### config.mk
export PLATFORM = sky130hd
export DESIGN_NAME = can_fault_confine
export DESIGN_NICKNAME = d
export VERILOG_FILES = /design/src/rtl/can_fc_pkg.sv /design/src/rtl/can_fc_counters.sv /design/src/rtl/can_fc_recovery.sv /design/src/rtl/can_fc_status.sv /design/src/rtl/can_fault_confine.sv
export SDC_FILE = /design/constraint.sdc
export NUM_CORES = 1
export LEC_CHECK = 0
export ABC_AREA = 1
export BUFFER_PORTS_ARGS = -buffer_cell sky130_fd_sc_hd__buf_2
export CORE_MARGIN = 4
export CORE_UTILIZATION = 40
export CTS_CLUSTER_DIAMETER = 60
export DETAILED_ROUTE_END_ITERATION = 7
export SYNTH_ARGS = -nofsm -noshare
export SYNTH_HDL_FRONTEND = slang
export SYNTH_SLANG_ARGS = --single-unit
### constraint.sdc
create_clock -name clk -period 2.92 [get_ports clk]
set_input_delay 0.584 -clock clk [delete_from_list [all_inputs] [get_ports clk]]
set_output_delay 0.584 -clock clk [all_outputs]
set_load 0.02 [all_outputs]
### src/rtl/can_fc_pkg.sv
// Shared types and status word layout for the fault confinement unit.
package can_fc_pkg;
    typedef enum logic [1:0] {
        FC_ACTIVE  = 2'd0,
        FC_WARN    = 2'd1,
        FC_PASSIVE = 2'd2,
        FC_BUSOFF  = 2'd3
    } fc_state_e;

    localparam int NUM_STATES = 4;
    localparam int NUM_FRAME  = 5;
    localparam int RXC_LSB    = 0;
    localparam int TXC_LSB    = 16;
    localparam int STATE_LSB  = 16;
    localparam int FRAME_LSB  = 24;
endpackage

### src/rtl/can_fc_counters.sv
// Receive and transmit error counters with bus-off entry.
// Assumes the strobes are one cycle wide. In bus-off all strobes are
// ignored until recover_done clears both counters.
module can_fc_counters #(
    parameter int RX_W    = 9,
    parameter int TX_W    = 8,
    parameter int TX_STEP = 8
) (
    input  logic            clk,
    input  logic            rst_n,
    input  logic            rx_err,
    input  logic            tx_err,
    input  logic            rx_ok,
    input  logic            tx_ok,
    input  logic            recover_done,
    output logic [RX_W-1:0] rx_cnt,
    output logic [TX_W-1:0] tx_cnt,
    output logic            busoff
);
    localparam logic [RX_W-1:0] RX_MAX  = {RX_W{1'b1}};
    localparam logic [TX_W-1:0] TX_MAX  = {TX_W{1'b1}};
    localparam logic [TX_W-1:0] TX_INC  = TX_W'(TX_STEP);
    localparam logic [TX_W-1:0] TX_EDGE = TX_MAX - TX_INC + TX_W'(1);

    // Transmit counter and bus-off flag update.
    always_ff @(posedge clk) begin
        if (!rst_n || recover_done) begin
            tx_cnt <= '0;
            busoff <= 1'b0;
        end else if (!busoff) begin
            if (tx_err) begin
                if (tx_cnt >= TX_EDGE) begin
                    tx_cnt <= TX_MAX;
                    busoff <= 1'b1;
                end else begin
                    tx_cnt <= tx_cnt + TX_INC;
                end
            end else if (tx_ok && tx_cnt != '0) begin
                tx_cnt <= tx_cnt - TX_W'(1);
            end
        end
    end

    // Receive counter update, saturating at its maximum.
    always_ff @(posedge clk) begin
        if (!rst_n || recover_done) begin
            rx_cnt <= '0;
        end else if (!busoff) begin
            if (rx_err) begin
                if (rx_cnt != RX_MAX) rx_cnt <= rx_cnt + RX_W'(1);
            end else if (rx_ok && rx_cnt != '0) begin
                rx_cnt <= rx_cnt - RX_W'(1);
            end
        end
    end
endmodule

### src/rtl/can_fc_recovery.sv
// Bus-off recovery sequencer. It counts runs of RUN_LEN recessive bits
// and flags completion on the tick that closes run number RUN_COUNT.
// Assumes bit_recessive is meaningful only when bit_tick is high.
module can_fc_recovery #(
    parameter int RUN_LEN   = 11,
    parameter int RUN_COUNT = 128
) (
    input  logic clk,
    input  logic rst_n,
    input  logic busoff,
    input  logic bit_tick,
    input  logic bit_recessive,
    output logic recover_done
);
    localparam int RUN_W = $clog2(RUN_LEN + 1);
    localparam int SEQ_W = $clog2(RUN_COUNT + 1);
    localparam logic [RUN_W-1:0] RUN_LAST = RUN_W'(RUN_LEN - 1);
    localparam logic [SEQ_W-1:0] SEQ_LAST = SEQ_W'(RUN_COUNT - 1);

    logic [RUN_W-1:0] run_q;
    logic [SEQ_W-1:0] seq_q;
    logic             run_end;

    assign run_end      = busoff && bit_tick && bit_recessive && (run_q == RUN_LAST);
    assign recover_done = run_end && (seq_q == SEQ_LAST);

    // Run and sequence counters, held at zero outside bus-off.
    always_ff @(posedge clk) begin
        if (!rst_n || !busoff) begin
            run_q <= '0;
            seq_q <= '0;
        end else if (bit_tick) begin
            if (!bit_recessive) begin
                run_q <= '0;
            end else if (run_end) begin
                run_q <= '0;
                seq_q <= seq_q + SEQ_W'(1);
            end else begin
                run_q <= run_q + RUN_W'(1);
            end
        end
    end
endmodule

### src/rtl/can_fc_status.sv
// State decode, entry pulses and status word flags.
// Assumes the counters are registered. The decode is combinational,
// and the held state and frame flags are registered here.
module can_fc_status
    import can_fc_pkg::*;
#(
    parameter int RX_W        = 9,
    parameter int TX_W        = 8,
    parameter int WARN_LIM    = 96,
    parameter int PASSIVE_LIM = 128
) (
    input  logic                  clk,
    input  logic                  rst_n,
    input  logic [RX_W-1:0]       rx_cnt,
    input  logic [TX_W-1:0]       tx_cnt,
    input  logic                  busoff,
    input  logic                  hold_mode,
    input  logic                  stat_rd,
    input  logic [NUM_FRAME-1:0]  frm_err,
    output logic [NUM_STATES-1:0] state_oh,
    output logic [NUM_STATES-1:0] state_irq,
    output logic [NUM_STATES-1:0] state_bits,
    output logic [NUM_FRAME-1:0]  frame_bits
);
    localparam logic [RX_W-1:0] RX_WARN = RX_W'(WARN_LIM);
    localparam logic [RX_W-1:0] RX_PASS = RX_W'(PASSIVE_LIM);
    localparam logic [TX_W-1:0] TX_WARN = TX_W'(WARN_LIM);
    localparam logic [TX_W-1:0] TX_PASS = TX_W'(PASSIVE_LIM);

    fc_state_e             cur_state;
    fc_state_e             prev_state;
    logic [NUM_STATES-1:0] held_q;

    // Confinement state from the counters, bus-off first.
    always_comb begin
        if (busoff)
            cur_state = FC_BUSOFF;
        else if (rx_cnt >= RX_PASS || tx_cnt >= TX_PASS)
            cur_state = FC_PASSIVE;
        else if (rx_cnt >= RX_WARN || tx_cnt >= TX_WARN)
            cur_state = FC_WARN;
        else
            cur_state = FC_ACTIVE;
    end

    for (genvar k = 0; k < NUM_STATES; k++) begin : g_state
        assign state_oh[k]  = (cur_state == fc_state_e'(k));
        assign state_irq[k] = state_oh[k] && (prev_state != fc_state_e'(k));
    end

    // Remember last cycle's state for entry detection.
    always_ff @(posedge clk) begin
        if (!rst_n) prev_state <= FC_ACTIVE;
        else        prev_state <= cur_state;
    end

    // Held state bits: accumulate visits, restart on a read.
    always_ff @(posedge clk) begin
        if (!rst_n)       held_q <= '0;
        else if (stat_rd) held_q <= state_oh;
        else              held_q <= held_q | state_oh;
    end

    // Frame-error flags: set by strobes, cleared by a read.
    always_ff @(posedge clk) begin
        if (!rst_n) frame_bits <= '0;
        else        frame_bits <= (stat_rd ? '0 : frame_bits) | frm_err;
    end

    assign state_bits = hold_mode ? (held_q | state_oh) : state_oh;
endmodule

### src/rtl/can_fault_confine.sv
// Top of the fault confinement unit. It joins the counters, the
// recovery sequencer and the status logic, and packs both words.
module can_fault_confine
    import can_fc_pkg::*;
#(
    parameter int RX_W        = 9,
    parameter int TX_W        = 8,
    parameter int TX_STEP     = 8,
    parameter int WARN_LIM    = 96,
    parameter int PASSIVE_LIM = 128,
    parameter int RUN_LEN     = 11,
    parameter int RUN_COUNT   = 128
) (
    input  logic        clk,
    input  logic        rst_n,
    input  logic        rx_err,
    input  logic        tx_err,
    input  logic        rx_ok,
    input  logic        tx_ok,
    input  logic        bit_tick,
    input  logic        bit_recessive,
    input  logic [4:0]  frm_err,
    input  logic        hold_mode,
    input  logic        stat_rd,
    output logic [31:0] cnt_word,
    output logic [31:0] stat_word,
    output logic        st_active,
    output logic        st_warn,
    output logic        st_passive,
    output logic        st_busoff,
    output logic [3:0]  state_irq
);
    logic [RX_W-1:0]       rx_cnt;
    logic [TX_W-1:0]       tx_cnt;
    logic                  busoff;
    logic                  recover_done;
    logic [NUM_STATES-1:0] state_oh;
    logic [NUM_STATES-1:0] state_bits;
    logic [NUM_FRAME-1:0]  frame_bits;

    can_fc_counters #(.RX_W(RX_W), .TX_W(TX_W), .TX_STEP(TX_STEP)) u_cnt (
        .clk(clk), .rst_n(rst_n),
        .rx_err(rx_err), .tx_err(tx_err), .rx_ok(rx_ok), .tx_ok(tx_ok),
        .recover_done(recover_done),
        .rx_cnt(rx_cnt), .tx_cnt(tx_cnt), .busoff(busoff)
    );

    can_fc_recovery #(.RUN_LEN(RUN_LEN), .RUN_COUNT(RUN_COUNT)) u_rec (
        .clk(clk), .rst_n(rst_n), .busoff(busoff),
        .bit_tick(bit_tick), .bit_recessive(bit_recessive),
        .recover_done(recover_done)
    );

    can_fc_status #(.RX_W(RX_W), .TX_W(TX_W), .WARN_LIM(WARN_LIM),
                    .PASSIVE_LIM(PASSIVE_LIM)) u_stat (
        .clk(clk), .rst_n(rst_n),
        .rx_cnt(rx_cnt), .tx_cnt(tx_cnt), .busoff(busoff),
        .hold_mode(hold_mode), .stat_rd(stat_rd), .frm_err(frm_err),
        .state_oh(state_oh), .state_irq(state_irq),
        .state_bits(state_bits), .frame_bits(frame_bits)
    );

    // Pack the counter word and the status word.
    always_comb begin
        cnt_word = '0;
        cnt_word[RXC_LSB +: RX_W] = rx_cnt;
        cnt_word[TXC_LSB +: TX_W] = tx_cnt;
        stat_word = '0;
        stat_word[STATE_LSB +: NUM_STATES] = state_bits;
        stat_word[FRAME_LSB +: NUM_FRAME]  = frame_bits;
    end

    assign st_active  = state_oh[FC_ACTIVE];
    assign st_warn    = state_oh[FC_WARN];
    assign st_passive = state_oh[FC_PASSIVE];
    assign st_busoff  = state_oh[FC_BUSOFF];
endmodule

==> flow_summary.ini, run 1 <==
[global_route]
global_route.usage.total_pct = 14.7
gr-total-overflow = 0
maximum_number_of_pins_on_one_net_before_global_route_repair = 15
number_of_global_route_vias_before_repair = 2360
wire_length_of_the_first_global_routing_pass_um = 10400
antenna_violations_before_repair = 0

[worst_setup_path]
worstPathMaxFanout = 12
setup.worst_path.class = reg2out
cp_slowest_stage_delay_ps = 570
crit_chain = nand2_1, nand2_1, inv_1, nor2_1, inv_1, a21oi_1, buf_2
critical_path_end_type = output port
worst-endpoint-arrival_ps = 1640
slowest_stage = dfxtp_1
critPathBufInv = 3
cp-start-kind = flop
worst-endpoint-required_ps = 2340
top_delay_family_on_crit_path = flip-flops

[sta]
setup_repair_after_global_routing_missed_its_margin = no
fin_crit_sh_pct = 76.0
whs_ps = 469
timing.final.max_slew_violations = 0
final-hold-violation-count = 0
fin_tns_setup_ps = 0
fin_clk_skew_ps = 4.12
layout_min_cycle_time_ps = 2220
maxClockFrequency_ghz = 0.451
final-setup-viol-count = 0

[place]
buffer_ports.inserted = 48
dpl-instance-area_um2 = 3010
dp.final_hpwl_um = 5020
gpl.final_weighted_congestion = 0.895

[final_layout]
fin_area_um2 = 3110
final_net_count = 517
layout.cells.most_common = nand2_1
layout-drive-gt1-share_pct = 12.3
area_delta_synth_final_pct = 10.4
multi_input_area_um2 = 1620
n_fill_cell = 766
register_area_um2 = 821
final_cell_mix = 113 x nand2_1, 59 x nor2_1, 49 x inv_1, 48 x buf_2, 41 x dfxtp_1
diodes = 0

[clocking]
post-cts-setup-buffers = 0
htreeDepth = 2
clk_pin_slew_worst_paths_ps = 80
cts_made_buffers = 5
root_buffer = clkbuf_8
cts_buffer_depth = 2
skew_pair_late_insertion_delay_ps = 290
clock_sinks = 41
post_cts.resized_instances = 0
cts_tree = built
cts_hold_buf = 0

[drt]
post_detailed_route_drc_marker_count = 0
drtPass1Iterations = 4
via_per_inst = 4.53
dr_total_vias = 2640
drtIter0Drc = 63
wl_um = 6320
detail-route-antenna-nets = 0
wl_per_cell_um = 10.8

[floorplanning]
die_w_um = 92.0
floorplan.initialDensity_pct = 41.3
die_area_um2 = 8450
chipHeight_um = 92.0
design.core.area_um2 = 6830
floorplan.io_pins = 87
row_count = 30

[yosys]
postSynthCellCount = 437
synth_seq_area_share_pct = 29.1
post_synth_instance_area_um2 = 2820
ys_types = 28
postSynthRegisterBits = 41
post_synth.cell_area_avg_um2 = 6.45
synthesis.yosys.warnings = 0

[power_and_ir_drop]
vdd.ir_drop.worst_v = 0.000270
p_leak_nw = 1.60
power-per-cell-area_nw_per_um2 = 596

[min_path]
timing.hold.worst.class = reg2reg

[outcome]
status = complete, no violations

[job]
max_cap_violations = 0
==> registers in the layout (all words and copies together), names as in the netlist <==
name / cells
u_cnt.rx_cnt: 9
u_rec.seq_q: 8
u_stat.frame_bits: 5
u_cnt.busoff: 1
u_cnt.tx_cnt: 8
u_rec.run_q: 4
u_stat.held_q: 4
u_stat.prev_state: 2
==> layout make-up <==
class | instances | area share, %
clock buffers | 5 | 2.21
clock inverters | 2 | 1.13
inverters | 53 | 6.39
multi-input cells | 337 | 52.1
flip-flops and latches | 41 | 26.4
well taps | 96 | 3.86
repair buffers | 49 | 7.96
==> cell families after synthesis <==
family	after synthesis	share of synthesized area (%)
other	1	0.133
adders and majority gates	15	6.92
AOI/OAI and AO/OA	63	11.9
xor gates and xnor gates	8	2.49
buffers and inverters	96	18.3
and+or+nand+nor	213	31.2
DFF	41	29.1
==> layer usage <==
layer / global-route usage, % / vias to the layer above / share of wire [%]
li1: - / 1407 / -
met1: 18.9 / 1165 / 47
met2: 25.4 / 63 / 46
met3: 1.72 / 5 / 5.3
met4: 4.95 / 0 / 0.92
met5: 0 / - / 0
==> metrics by stage <==
step	setup slack, ps	utilization, %	std cells	power (mW)
6_report	701	45.6	583	1.86
5_1_grt	564	45.6	583	2.00
4_1_cts	673	45.6	583	1.88
3_5_place_dp	757	44.0	576	1.42
3_3_place_gp	780	44.0	576	1.42
2_1_floorplan	716	-	474	1.27
==> worst paths after layout <==
kind | startpoint | end | slack [ps] | depth (start not counted)
max | u_cnt.tx_cnt[5]$_SDFFE_PP0P_ | state_irq[1] | 700 | 7
min | u_stat.held_q[2]$_SDFF_PN0_ | u_stat.held_q[2]$_SDFF_PN0_ | 470 | 2
max reg2reg | u_cnt.tx_cnt[4]$_SDFFE_PP0P_ | u_cnt.tx_cnt[2]$_SDFFE_PP0P_ | 1240 | 9
min reg2reg | u_stat.held_q[2]$_SDFF_PN0_ | u_stat.held_q[2]$_SDFF_PN0_ | 470 | 2
==> worst min-delay path: cells and delay by family (launching register included) <==
kind             cells  cell delay (ps)
AO/OA/AOI/OAI        1               50
flip-flops           1              310
AND/OR/NAND/NOR      1               60
==> cells in the mapped netlist <==
cell        n  area [um2]
nand2_2     1        6.26
nand3b_1    3        22.5
ha_1       14         175
fa_1        1        20.0
and2_1      1        6.26
a211oi_1    1        7.51
clkbuf_1    1        3.75
nand2_1   113         424
buf_2       1        5.00
o21a_1      2        15.0
dfxtp_1    41         821
inv_1      49         184
xnor2_1     4        35.0
a31oi_2     1        12.5
clkinv_1    4        15.0
nor2_4      1        11.3
a21oi_2     1        8.76
nor2_1     59         221
a21oi_1    36         180
conb_1      1        3.75
nand4_1     8        50.1
nand3_1    23         115
o21ai_1     1        5.00
nor3_1      3        15.0
xor2_1      4        35.0
o21ai_0    21         105
nor3b_1     1        7.51
buf_4      41         308
==> where the power goes <==
group          internal (mW)  switching, mW  total, mW
registers              0.617         0.0828      0.700
clock network          0.249          0.198      0.447
logic                  0.241          0.469      0.710
No activity file was read; power rests on OpenSTA's default activity.
==> run 2, diff against run 1 <==
--- a/config.mk
+++ b/config.mk
@@ -5,12 +5,13 @@
 export SDC_FILE = /design/constraint.sdc
 export NUM_CORES = 1
 export LEC_CHECK = 0
-export ABC_AREA = 1
+export ABC_AREA = 0
 export BUFFER_PORTS_ARGS = -buffer_cell sky130_fd_sc_hd__buf_2
 export CORE_MARGIN = 4
 export CORE_UTILIZATION = 40
 export CTS_CLUSTER_DIAMETER = 60
 export DETAILED_ROUTE_END_ITERATION = 7
+export PLACE_DENSITY = 0.65
 export SYNTH_ARGS = -nofsm -noshare
 export SYNTH_HDL_FRONTEND = slang
 export SYNTH_SLANG_ARGS = --single-unit
==> constraint.sdc (replaced) <==
create_clock -name clk -period 2.3 [get_ports clk]
set_input_delay 0.46 -clock clk [delete_from_list [all_inputs] [get_ports clk]]
set_output_delay 0.46 -clock clk [all_outputs]
set_load 0.02 [all_outputs]
==> flow_summary.ini, run 2 <==
[outcome]
status = complete, no violations

[yosys]
ys_types = 53
async_set_or_reset_register_ratio_after_synthesis_pct = 0
synth.most_common_cell = nor2_1
synth.top_cells.by_count = 45 x nor2_1, 41 x dfxtp_1, 38 x buf_4
postSynthCellCount = 342
synthesis.yosys.warnings = 0
post_synth.cell_area_avg_um2 = 7.97
synth_seq_area_share_pct = 30.1
synth.largest_area_cell = dfxtp_1
synth-main-ff-cell = dfxtp_1
synth_largest_type_area_fraction_pct = 30.1
synth_edf_count = 0
synth_area_leaders = dfxtp_1 30%, buf_4 10%, ha_1 6.4%, nor2_1 6.2%, a21oi_1 4.4%
post_synth_instance_area_um2 = 2730
postSynthRegisterBits = 41

[drt]
detail-route-antenna-nets = 0
via_per_inst = 5.16
wl_per_cell_um = 12.7
drtIter0Drc = 63
drtPass1Iterations = 4
post_detailed_route_drc_marker_count = 0
dr_total_vias = 2458
wl_um = 6050

[floorplanning]
design.core.area_um2 = 6490
chipHeight_um = 90.5
die_area_um2 = 8200
floorplan.initialDensity_pct = 42.0
die_w_um = 90.5
row_count = 29
floorplan.io_pins = 87

[worst_setup_path]
worst-endpoint-required_ps = 1840
top_delay_family_on_crit_path = simple AND/OR/NAND/NOR gates
setup.worst_path.class = reg2out
slowest_stage = dfxtp_1
worst-endpoint-arrival_ps = 1620
critPathBufInv = 1
timing.rr.end = u_cnt.rx_cnt[8]$_SDFFE_PP0P_
crit_chain = nor4_2, nand2_1, a21oi_1, buf_2
cp-start-kind = flop
worstPathMaxFanout = 6
worstRegToRegCells = 6
regToRegSetupSlack_ps = 400
worstReg2RegStart = u_cnt.rx_cnt[1]$_SDFFE_PP0P_
critical_path_end_type = output port
cp_slowest_stage_delay_ps = 380

[final_layout]
register_area_um2 = 821
multi_input_area_um2 = 1630
final_cell_mix = 48 x buf_2, 45 x nor2_1, 41 x dfxtp_1, 38 x conb_1, 24 x a21oi_1
largest_reg_flops = 9
layout-drive-gt1-share_pct = 20.1
layout.cells.most_common = buf_2
diodes = 0
largest_register = u_cnt.rx_cnt
largestRegisters = u_cnt.rx_cnt: 9 flops, u_cnt.tx_cnt: 8 flops, u_rec.seq_q: 8 flops
final_cells = 476
fin_util_pct = 47.7
final_net_count = 428
n_fill_cell = 664
area_delta_synth_final_pct = 13.8

[clocking]
cts_tree = built
root_buffer = clkbuf_8
cts_buffer_depth = 2
skew_pair_late_insertion_delay_ps = 300
clock_sinks = 41
htreeDepth = 2
clk_pin_slew_worst_paths_ps = 80
cts_made_buffers = 5

[sta]
fin_tns_setup_ps = 0
final-hold-violation-count = 0
setup_repair_after_global_routing_missed_its_margin = no
fin_clk_skew_ps = 8.31
final-setup-viol-count = 0
layout_min_cycle_time_ps = 2080
maxClockFrequency_ghz = 0.480
fin_crit_sh_pct = 90.6
timing.final.max_slew_violations = 0

[global_route]
antenna_violations_before_repair = 0
wire_length_of_the_first_global_routing_pass_um = 10200
gr-total-overflow = 0
global_route.usage.total_pct = 14.6
maximum_number_of_pins_on_one_net_before_global_route_repair = 15
number_of_global_route_vias_before_repair = 2215

[power_and_ir_drop]
power-per-cell-area_nw_per_um2 = 997
p_leak_nw = 1.48
vdd.ir_drop.worst_v = 0.000495

[place]
buffer_ports.inserted = 48
gpl.final_weighted_congestion = 0.882
dp.final_hpwl_um = 4590
placed_cells_incl_taps = 468

[min_path]
min_to = u_stat.frame_bits[0]$_SDFF_PN0_
holdCritStartpoint = frm_err[0]
timing.hold.worst.class = in2reg
holdPathStages = 3

[job]
max_cap_violations = 0
## run 2: cell count changes after synthesis, sizes merged, moves of 12 or more
| cell | before | now |
|---|---|---|
| inv | 49 | 18 |
| nor2 | 60 | 45 |
| nand3 | 23 | 8 |
| o21ai | 22 | 10 |
| nand2 | 114 | 23 |
| a21oi | 37 | 24 |
## run 2: area by class of cell
class                   count  share of cell area (%)
flip-flops and latches     41                    26.5
multi-input cells         267                    52.6
clock inverters             2                    1.21
repair buffers             64                    11.6
well taps                  77                    3.11
inverters                  19                    2.30
clock buffers               6                    2.66
## run 2: metrics by stage
step / cell area (um2) / hold slack (ps) / worst slack (ps) / total power [mW]
final: 3100 / 368 / 215 / 3.09
after global routing: 3100 / 388 / 43.9 / 3.32
after CTS: 3090 / 364 / 41.7 / 3.11
after detailed placement: 2970 / 461 / 48.3 / 2.48
after global placement: 2970 / 452 / 96.0 / 2.46
after floorplan: 2860 / 444 / 257 / 2.10
## run 2: report_power, final
part	total [mW]	internal (mW)	leakage, nW	switching [mW]
registers	0.979	0.829	0.337	0.149
logic	1.50	0.597	1.08	0.905
clock network	0.611	0.353	0.0574	0.258
total	3.09	1.78	1.48	1.31
## run 2: worst max path at each step
| stage | startpoint | end | slack, ps | cells past startpoint |
|---|---|---|---|---|
| 2_1_floorplan | rx_err | u_cnt.rx_cnt[8]$_SDFFE_PP0P_ | 260 | 7 |
| 3_3_place_gp | rx_err | u_cnt.rx_cnt[8]$_SDFFE_PP0P_ | 100 | 8 |
| 3_5_place_dp | rx_err | u_cnt.rx_cnt[8]$_SDFFE_PP0P_ | 50 | 8 |
| 4_1_cts | u_cnt.rx_cnt[8]$_SDFFE_PP0P_ | state_irq[1] | 40 | 4 |
| 5_1_grt | u_cnt.rx_cnt[8]$_SDFFE_PP0P_ | state_irq[1] | 40 | 4 |
| 6_report | u_cnt.rx_cnt[8]$_SDFFE_PP0P_ | state_irq[1] | 220 | 4 |
## run 2: logic make-up (layout without fill, tap and decap cells)
| kind of cell | count (synthesis) | in the layout | share of synthesized area (%) |
|---|---|---|---|
| simple gates | 120 | 120 | 21.9 |
| compound gates | 73 | 73 | 18.0 |
| buf+inv | 71 | 91 | 15.6 |
| flops | 41 | 41 | 30.1 |
| fa+ha+maj | 15 | 15 | 7.16 |
| xor+xnor | 13 | 13 | 4.18 |
| mux | 8 | 8 | 3.03 |
| other cells | 1 | 38 | 0.138 |
## run 2: worst reg2reg max path, delay by kind of cell (launching register included)
family / cells / cell delay [ps]
simple gates: 1 / 50
fa+ha+maj: 1 / 410
flops: 1 / 380
compound gates: 4 / 1010
## run 2: repair_timing
item,in CTS,in global routing
setup buffers,0,0
resized for setup,0,1
setup endpoints to repair,0,6
hold buffers,0,0
## run 2: routing by layer
metal / vias up / GRT usage, % / routed length (um)
met5: - / 0 / 0
met4: 0 / 5.10 / 78
met3: 9 / 3.58 / 455
met2: 96 / 23.4 / 2850
met1: 1122 / 19.1 / 2670
li1: 1231 / - / -
